===== src/rtl/pft_pkg.sv =====
package pft_pkg;

  typedef enum logic [1:0] {
    KIND_MAN_XON,
    KIND_MAN_XOFF,
    KIND_AUTO_XOFF,
    KIND_AUTO_XON
  } pauseKind_e;

  typedef enum logic {
    HYS_IDLE,
    HYS_ARMED
  } hysState_e;

  // strobes from control toward the datapath
  typedef struct packed {
    logic clrManXon;
    logic clrManXoff;
  } ctrlStrobe_t;

  // configuration seen by control
  typedef struct packed {
    logic manXon;
    logic manXoff;
    logic autoEn;
  } cfgView_t;

endpackage


===== src/rtl/pft_datapath.sv =====
module pft_datapath
  import pft_pkg::*;
#(
  parameter int BUF_KB   = 16,
  parameter int FREE_W   = 5,
  parameter int THR_W    = 4,
  parameter int HI_RESET = 3,
  parameter int LO_RESET = 8,
  parameter int BP_RESET = 12
) (
  input  logic              clk,
  input  logic              rstN,
  input  logic              regWrEn,
  input  logic              regRdEn,
  input  logic [1:0]        regAddr,
  input  logic [7:0]        regWrData,
  output logic [7:0]        regRdData,
  input  logic [FREE_W-1:0] freeKb,
  input  logic              halfDuplex,
  input  logic              rxPktStart,
  input  logic              rxDaMatch,
  input  logic              rxPauseValid,
  input  logic              rxPauseActive,
  input  ctrlStrobe_t       strobe,
  output cfgView_t          cfg,
  output logic              belowHigh,
  output logic              aboveLow,
  output logic              jamReq,
  output logic              txHalt
);

  localparam logic [1:0] ADDR_THR  = 2'd0;
  localparam logic [1:0] ADDR_CTRL = 2'd1;
  localparam logic [1:0] ADDR_BP   = 2'd2;

  logic [THR_W-1:0] hiThr, loThr, bpThr;
  logic manXon, manXoff, autoEn, flowEn, jamAny, jamMatch, rxSeen;
  logic ctrlWr, ctrlRd;
  logic [FREE_W-1:0] occKb;
  logic jamHit;

  assign ctrlWr = regWrEn && regAddr == ADDR_CTRL;
  assign ctrlRd = regRdEn && regAddr == ADDR_CTRL;

  always_ff @(posedge clk) begin
    if (!rstN) begin
      hiThr    <= THR_W'(HI_RESET);
      loThr    <= THR_W'(LO_RESET);
      bpThr    <= THR_W'(BP_RESET);
      manXon   <= 1'b0;
      manXoff  <= 1'b0;
      autoEn   <= 1'b0;
      flowEn   <= 1'b0;
      jamAny   <= 1'b0;
      jamMatch <= 1'b0;
    end else begin
      if (regWrEn && regAddr == ADDR_THR) begin
        hiThr <= regWrData[7:4];
        loThr <= regWrData[3:0];
      end
      if (regWrEn && regAddr == ADDR_BP) bpThr <= regWrData[3:0];
      if (ctrlWr) begin
        manXon   <= regWrData[0];
        manXoff  <= regWrData[1];
        autoEn   <= regWrData[2];
        flowEn   <= regWrData[3];
        jamAny   <= regWrData[4];
        jamMatch <= regWrData[5];
      end else begin
        if (strobe.clrManXon)  manXon  <= 1'b0;
        if (strobe.clrManXoff) manXoff <= 1'b0;
      end
    end
  end

  // received-pause latch: a new pulse wins over the read-clear
  always_ff @(posedge clk) begin
    if (!rstN)             rxSeen <= 1'b0;
    else if (rxPauseValid) rxSeen <= 1'b1;
    else if (ctrlRd)       rxSeen <= 1'b0;
  end

  always_comb begin
    unique case (regAddr)
      ADDR_THR:  regRdData = {hiThr, loThr};
      ADDR_CTRL: regRdData = {rxPauseActive, rxSeen, jamMatch, jamAny,
                              flowEn, autoEn, manXoff, manXon};
      ADDR_BP:   regRdData = {4'h0, bpThr};
      default:   regRdData = 8'h00;
    endcase
  end

  // water-mark comparisons
  always_comb begin
    if (hiThr == '0) belowHigh = (freeKb == '0);
    else             belowHigh = int'(freeKb) < int'(hiThr);
    aboveLow = int'(freeKb) > int'(loThr);
  end

  assign cfg    = '{manXon: manXon, manXoff: manXoff, autoEn: autoEn};
  assign txHalt = flowEn && rxPauseActive;

  // back-pressure jam
  assign occKb  = (int'(freeKb) > BUF_KB) ? '0 : FREE_W'(BUF_KB) - freeKb;
  assign jamHit = halfDuplex && rxPktStart && (int'(occKb) > int'(bpThr)) &&
                  (jamAny || (jamMatch && rxDaMatch));

  always_ff @(posedge clk) begin
    if (!rstN) jamReq <= 1'b0;
    else       jamReq <= jamHit;
  end

  a_r9_seen_latch: assert property (@(posedge clk) disable iff (!rstN)
    rxPauseValid |=> rxSeen);

  a_r11_jam_half_only: assert property (@(posedge clk) disable iff (!rstN)
    jamReq |-> $past(halfDuplex) && $past(rxPktStart));

  a_r7_self_clear: assert property (@(posedge clk) disable iff (!rstN)
    strobe.clrManXon && !ctrlWr |=> !manXon);

endmodule


===== src/rtl/pft_ctrl.sv =====
module pft_ctrl
  import pft_pkg::*;
#(
  parameter int TIME_W = 16
) (
  input  logic              clk,
  input  logic              rstN,
  input  cfgView_t          cfg,
  input  logic              belowHigh,
  input  logic              aboveLow,
  input  logic              txDone,
  output logic              txReq,
  output logic [TIME_W-1:0] txPauseTime,
  output ctrlStrobe_t       strobe
);

  localparam logic [TIME_W-1:0] TIME_MAX  = '1;
  localparam logic [TIME_W-1:0] TIME_ZERO = '0;

  hysState_e  hys;
  pauseKind_e curKind, nextKind;
  logic       belowPrev, pendXoff, launch, done, fresh;

  assign fresh = belowHigh && !belowPrev;
  assign done  = txReq && txDone;

  // selection: manual before automatic, one request at a time
  always_comb begin
    launch   = 1'b0;
    nextKind = KIND_MAN_XON;
    if (!txReq) begin
      if (cfg.manXon) begin
        launch = 1'b1; nextKind = KIND_MAN_XON;
      end else if (cfg.manXoff) begin
        launch = 1'b1; nextKind = KIND_MAN_XOFF;
      end else if (pendXoff) begin
        launch = 1'b1; nextKind = KIND_AUTO_XOFF;
      end else if (hys == HYS_ARMED && cfg.autoEn && aboveLow) begin
        launch = 1'b1; nextKind = KIND_AUTO_XON;
      end
    end
  end

  always_comb begin
    strobe.clrManXon  = done && curKind == KIND_MAN_XON;
    strobe.clrManXoff = done && curKind == KIND_MAN_XOFF;
  end

  always_ff @(posedge clk) begin
    if (!rstN) begin
      belowPrev   <= 1'b0;
      pendXoff    <= 1'b0;
      hys         <= HYS_IDLE;
      txReq       <= 1'b0;
      curKind     <= KIND_MAN_XON;
      txPauseTime <= TIME_ZERO;
    end else begin
      belowPrev <= belowHigh;

      if (!cfg.autoEn)
        pendXoff <= 1'b0;
      else if (launch && nextKind == KIND_AUTO_XOFF)
        pendXoff <= 1'b0;
      else if (fresh && hys == HYS_IDLE &&
               !(txReq && curKind == KIND_AUTO_XOFF))
        pendXoff <= 1'b1;

      if (done) begin
        txReq <= 1'b0;
        if (curKind == KIND_AUTO_XOFF) hys <= HYS_ARMED;
        if (curKind == KIND_AUTO_XON)  hys <= HYS_IDLE;
      end else if (launch) begin
        txReq   <= 1'b1;
        curKind <= nextKind;
        txPauseTime <= (nextKind == KIND_MAN_XOFF || nextKind == KIND_AUTO_XOFF)
                       ? TIME_MAX : TIME_ZERO;
      end
    end
  end

  a_r8_req_held: assert property (@(posedge clk) disable iff (!rstN)
    txReq && !txDone |=> txReq && $stable(txPauseTime));

  a_r4_xon_armed: assert property (@(posedge clk) disable iff (!rstN)
    txReq && curKind == KIND_AUTO_XON |-> hys == HYS_ARMED);

  a_r5_idle_after_xon: assert property (@(posedge clk) disable iff (!rstN)
    txReq && txDone && curKind == KIND_AUTO_XON |=> hys == HYS_IDLE);

endmodule


===== src/rtl/pause_flow_trigger.sv =====
module pause_flow_trigger
  import pft_pkg::*;
#(
  parameter int BUF_KB = 16,
  parameter int TIME_W = 16,
  localparam int FREE_W = $clog2(BUF_KB + 1)
) (
  input  logic              clk,
  input  logic              rstN,
  input  logic              regWrEn,
  input  logic              regRdEn,
  input  logic [1:0]        regAddr,
  input  logic [7:0]        regWrData,
  output logic [7:0]        regRdData,
  input  logic [FREE_W-1:0] freeKb,
  output logic              txReq,
  output logic [TIME_W-1:0] txPauseTime,
  input  logic              txDone,
  input  logic              rxPauseValid,
  input  logic              rxPauseActive,
  output logic              txHalt,
  input  logic              halfDuplex,
  input  logic              rxPktStart,
  input  logic              rxDaMatch,
  output logic              jamReq
);

  ctrlStrobe_t strobe;
  cfgView_t    cfg;
  logic        belowHigh, aboveLow;

  pft_datapath #(
    .BUF_KB(BUF_KB), .FREE_W(FREE_W), .THR_W(4),
    .HI_RESET(3), .LO_RESET(8), .BP_RESET(12)
  ) datapath_i (
    .clk(clk), .rstN(rstN),
    .regWrEn(regWrEn), .regRdEn(regRdEn), .regAddr(regAddr),
    .regWrData(regWrData), .regRdData(regRdData),
    .freeKb(freeKb), .halfDuplex(halfDuplex), .rxPktStart(rxPktStart),
    .rxDaMatch(rxDaMatch), .rxPauseValid(rxPauseValid),
    .rxPauseActive(rxPauseActive), .strobe(strobe), .cfg(cfg),
    .belowHigh(belowHigh), .aboveLow(aboveLow),
    .jamReq(jamReq), .txHalt(txHalt)
  );

  pft_ctrl #(.TIME_W(TIME_W)) ctrl_i (
    .clk(clk), .rstN(rstN), .cfg(cfg),
    .belowHigh(belowHigh), .aboveLow(aboveLow),
    .txDone(txDone), .txReq(txReq), .txPauseTime(txPauseTime),
    .strobe(strobe)
  );

  a_r10_halt_needs_pause: assert property (@(posedge clk) disable iff (!rstN)
    txHalt |-> rxPauseActive);

endmodule


===== config.mk =====
export PLATFORM = sky130hd
export DESIGN_NAME = pause_flow_trigger
export DESIGN_NICKNAME = d
export VERILOG_FILES = /design/src/rtl/pft_pkg.sv /design/src/rtl/pft_datapath.sv /design/src/rtl/pft_ctrl.sv /design/src/rtl/pause_flow_trigger.sv
export SDC_FILE = /design/constraint.sdc
export NUM_CORES = 1
export LEC_CHECK = 0
export BUFFER_PORTS_ARGS = -buffer_cell sky130_fd_sc_hd__buf_2
export CAP_MARGIN = 20
export CORE_MARGIN = 4
export CORE_UTILIZATION = 40
export CTS_CLUSTER_SIZE = 20
export DETAILED_ROUTE_END_ITERATION = 12
export PLACE_DENSITY = 0.69
export SETUP_SLACK_MARGIN = 0.4
export SLEW_MARGIN = 5
export SYNTH_ARGS = -nofsm -noshare
export SYNTH_HDL_FRONTEND = slang
export SYNTH_HIERARCHICAL = 1
export SYNTH_SLANG_ARGS = --single-unit

===== constraint.sdc =====
create_clock -name clk -period 4.2 [get_ports clk]
set_clock_uncertainty 0.1 [all_clocks]
set_input_delay 0.42 -clock clk [delete_from_list [all_inputs] [get_ports clk]]
set_output_delay 0.42 -clock clk [all_outputs]
set_load 0.02 [all_outputs]

==> results.toml <==
[synthesis]
ys.flop_type = "dfxtp_1"
synthArstFlopShare = 0
postSynthCellCount = 221
synth_seq_cells = 27
syn-num-nets = 260
synth_most_common_cell = "dfxtp_1"
synth_common_cells = "27 x dfxtp_1, 25 x nand2_1, 19 x buf_4, 17 x nor2_1, 15 x inv_1"
yosysTopAreaCellShare = 0.293
ys_warn_count = 6
ys_seq_area_frac = 0.293
syn_area_per_cell_um2 = 8.33
synth.largest_area_cell = "dfxtp_1"
synth_cell_types = 41
synth_area_leaders = "dfxtp_1 29%, ha_1 9.5%, buf_4 7.7%, mux2i_1 7.1%, nand2_1 5.1%"
synth_edf_count = 0
netlist_area_um2 = 1840

[sta]
maxSlewViolCount = 0
timing.fmax_mhz = 462
finalCritPeriodShare = 0.515
period_minus_slack_ns = 2.16
rsz0062_at_grt = "no"
hold_viol_final = 0
layout_setup_ws_ns = 2.04
worst_pin_slew_ns = 0.658
slew_headroom = 0.561
tns_ns = 0
setup_viol = 0

[placement]
pre_cts_ws_ns = 1.85
io_buffer_count = 51
dp_hpwl_mm = 3.11
gp_congestion = 0.821

[cells_and_area]
fillers = 439
final_nets = 290
multi_input_area_um2 = 1040
syn2layout_area_growth_pct = 8.97
final_util = 0.455
diodes = 0
regArea_um2 = 541
drive_gt1_frac = 0.248

[setup_path]
startpoint = "datapath_i/loThr[1]"
crit_end = "ctrl_i/txPauseTime[14]"
cp_num_cells = 10
required_ns = 4.32
cpLargestDelayFamily = "adder cells"
r2r-end = "ctrl_i/txPauseTime[14]"
critPathMostFrequentCell = "ha_1"
slowest_delay_ns = 0.34
critPathKind = "register to register"
r2r_slack_ns = 2.04
crit_arrival_ns = 2.28
critPathMaxFanout = 4
cp-start-kind = "register"
crit_chain = "inv_1, ha_1, a21oi_1, o21ai_0, a21o_1, a31oi_4, nor4_1, ha_1, nand2b_1, mux2i_1"
crit_slowest_cell = "dfxtp_1"
worst-path-buf-inv = 1
end_kind = "register"
reg2regPathDepth = 10
reg2reg_from = "datapath_i/loThr[1]"

[power_and_ir_drop]
power_frac_comb = 0.194
pwr_density_cell_nw_per_um2 = 262
p_total_mw = 0.525
p_sw_mw = 0.151
power_frac_seq = 0.521
p_leak_nw = 0.966
power_switching_share = 0.288
p_int_mw = 0.374
power.share.clock = 0.285
ir_worst_vdd_v = 0.000238

[routing]
drt-vias-per-instance = 5.13
first_pass_iters = 4
vias = 1550
avgRoutedWirePerCell_um = 13.2
drt_iter0_drc = 54
drc_errors = 0
wl_mm = 4.00
ant_nets = 0

[clocking]
htree_levels = 1
cts.sinks = 27
hold_buffers = 0
root_buffer = "clkbuf_8"
cts-resized-gates = 0
worstSkewPairLatency_ns = 0.28
cts_tree = "done"
cts_buffers = 3
ctsLongestPathBuffers = 2
clkSlewWorstSetupHoldPaths_ns = 0.10
post_cts_buffers = 0

[global_route]
grt_pass1_vias = 1521
grt_overflow = 0
grt_usage = 0.156
antenna_found_initial = 0
grt_max_degree = 29
grt_first_pass_wirelength_mm = 6.96

[floorplan]
coreArea_um2 = 4410
fp.dieH_um = 75.9
rows = 24
initial_core_util = 0.417
dieArea_um2 = 5750
io_pins = 52
die_x_um = 75.9

[hold_path]
worstHoldStart = "rxPauseValid"
hold_path.class = "primary input to register"

[status]
status = "completed"

[flow_run]
max_cap_violations = 0
==> routing by layer <==
metal / global-route usage / share of wire / wire [um] / vias up
li1: - / - / - / 796
met1: 0.218 / 0.47 / 1890 / 692
met5: 0 / 0 / 0 / -
met4: 0.0466 / 0.015 / 61 / 0
met2: 0.241 / 0.43 / 1730 / 55
met3: 0.0330 / 0.079 / 314 / 7
==> cell type report <==
class	count	share of cell area
clock buffer	3	0.0206
clock inverter	1	0.00249
inverter	15	0.0281
multi-input combinational	153	0.520
sequential	27	0.269
tap	52	0.0324
timing repair buffer	51	0.127
==> metrics by stage <==
step / cell area (um^2) / hold WS [ns] / cells
CTS: 2010 / 0.278 / 302
global placement: 1960 / 0.363 / 298
floorplan: 1840 / 0.344 / 221
finish: 2010 / 0.279 / 302
detailed placement: 1960 / 0.378 / 298
global route: 2010 / 0.290 / 302
==> worst min path at each step <==
stage,to,slack [ns],cells after the start
final,datapath_i/rxSeen,0.28,3
after global routing,datapath_i/hiThr[0],0.29,3
after CTS,datapath_i/hiThr[0],0.28,3
after detailed placement,datapath_i/flowEn,0.38,2
after global placement,datapath_i/jamMatch,0.36,2
after floorplan,datapath_i/flowEn,0.34,2
==> state kept, by name, summed over array words and instances, names as in the netlist, 2 cells and up <==
name,count
datapath_i/hiThr,4
datapath_i/loThr,4
datapath_i/bpThr,4
ctrl_i/curKind,2
==> power groups by stage <==
stage	Sequential [mW]	Combinational, mW	Clock (mW)
final	0.273	0.102	0.150
after global routing	0.275	0.116	0.163
after CTS	0.273	0.103	0.155
after detailed placement	0.279	0.102	0
after global placement	0.279	0.100	0
after floorplan	0.276	0.0749	0
==> worst register-to-register path: cells and delay by family, from the launching register on <==
kind	cells	cell delay (ns)
muxes	1	0.13
DFF	1	0.34
buffers and inverters	1	0.07
AOI/OAI and AO/OA	4	0.54
adders and majority gates	2	0.58
and+or+nand+nor	2	0.34
==> kinds of logic after synthesis <==
group,after synthesis,synth area share
simple gates,81,0.229
fa+ha+maj,14,0.0951
flops,27,0.293
mux,13,0.0706
buf+inv,41,0.140
compound gates,43,0.162
xor+xnor,2,0.00951
==> layout by cell type (no fill, tap or decap), types with 2 or more instances in the layout <==
cell,synthesis,final
a21oi_1,12,12
a21boi_1,6,6
clkbuf_8,0,3
mux2i_1,13,13
nor2b_1,10,10
o21ai_0,9,9
nand2_1,25,25
and2_1,2,2
inv_1,15,15
o211ai_1,3,3
nor4_1,2,2
o221a_1,2,2
ha_1,14,14
nor3b_1,2,2
nor3_1,3,3
nand3_1,8,8
nor2_1,17,17
nand4_1,2,2
buf_2,2,51
nand2b_1,2,2
a21oi_2,2,2
dfxtp_1,27,27
nand3b_1,3,3
Note: power is estimated with default switching activity, not from simulation.
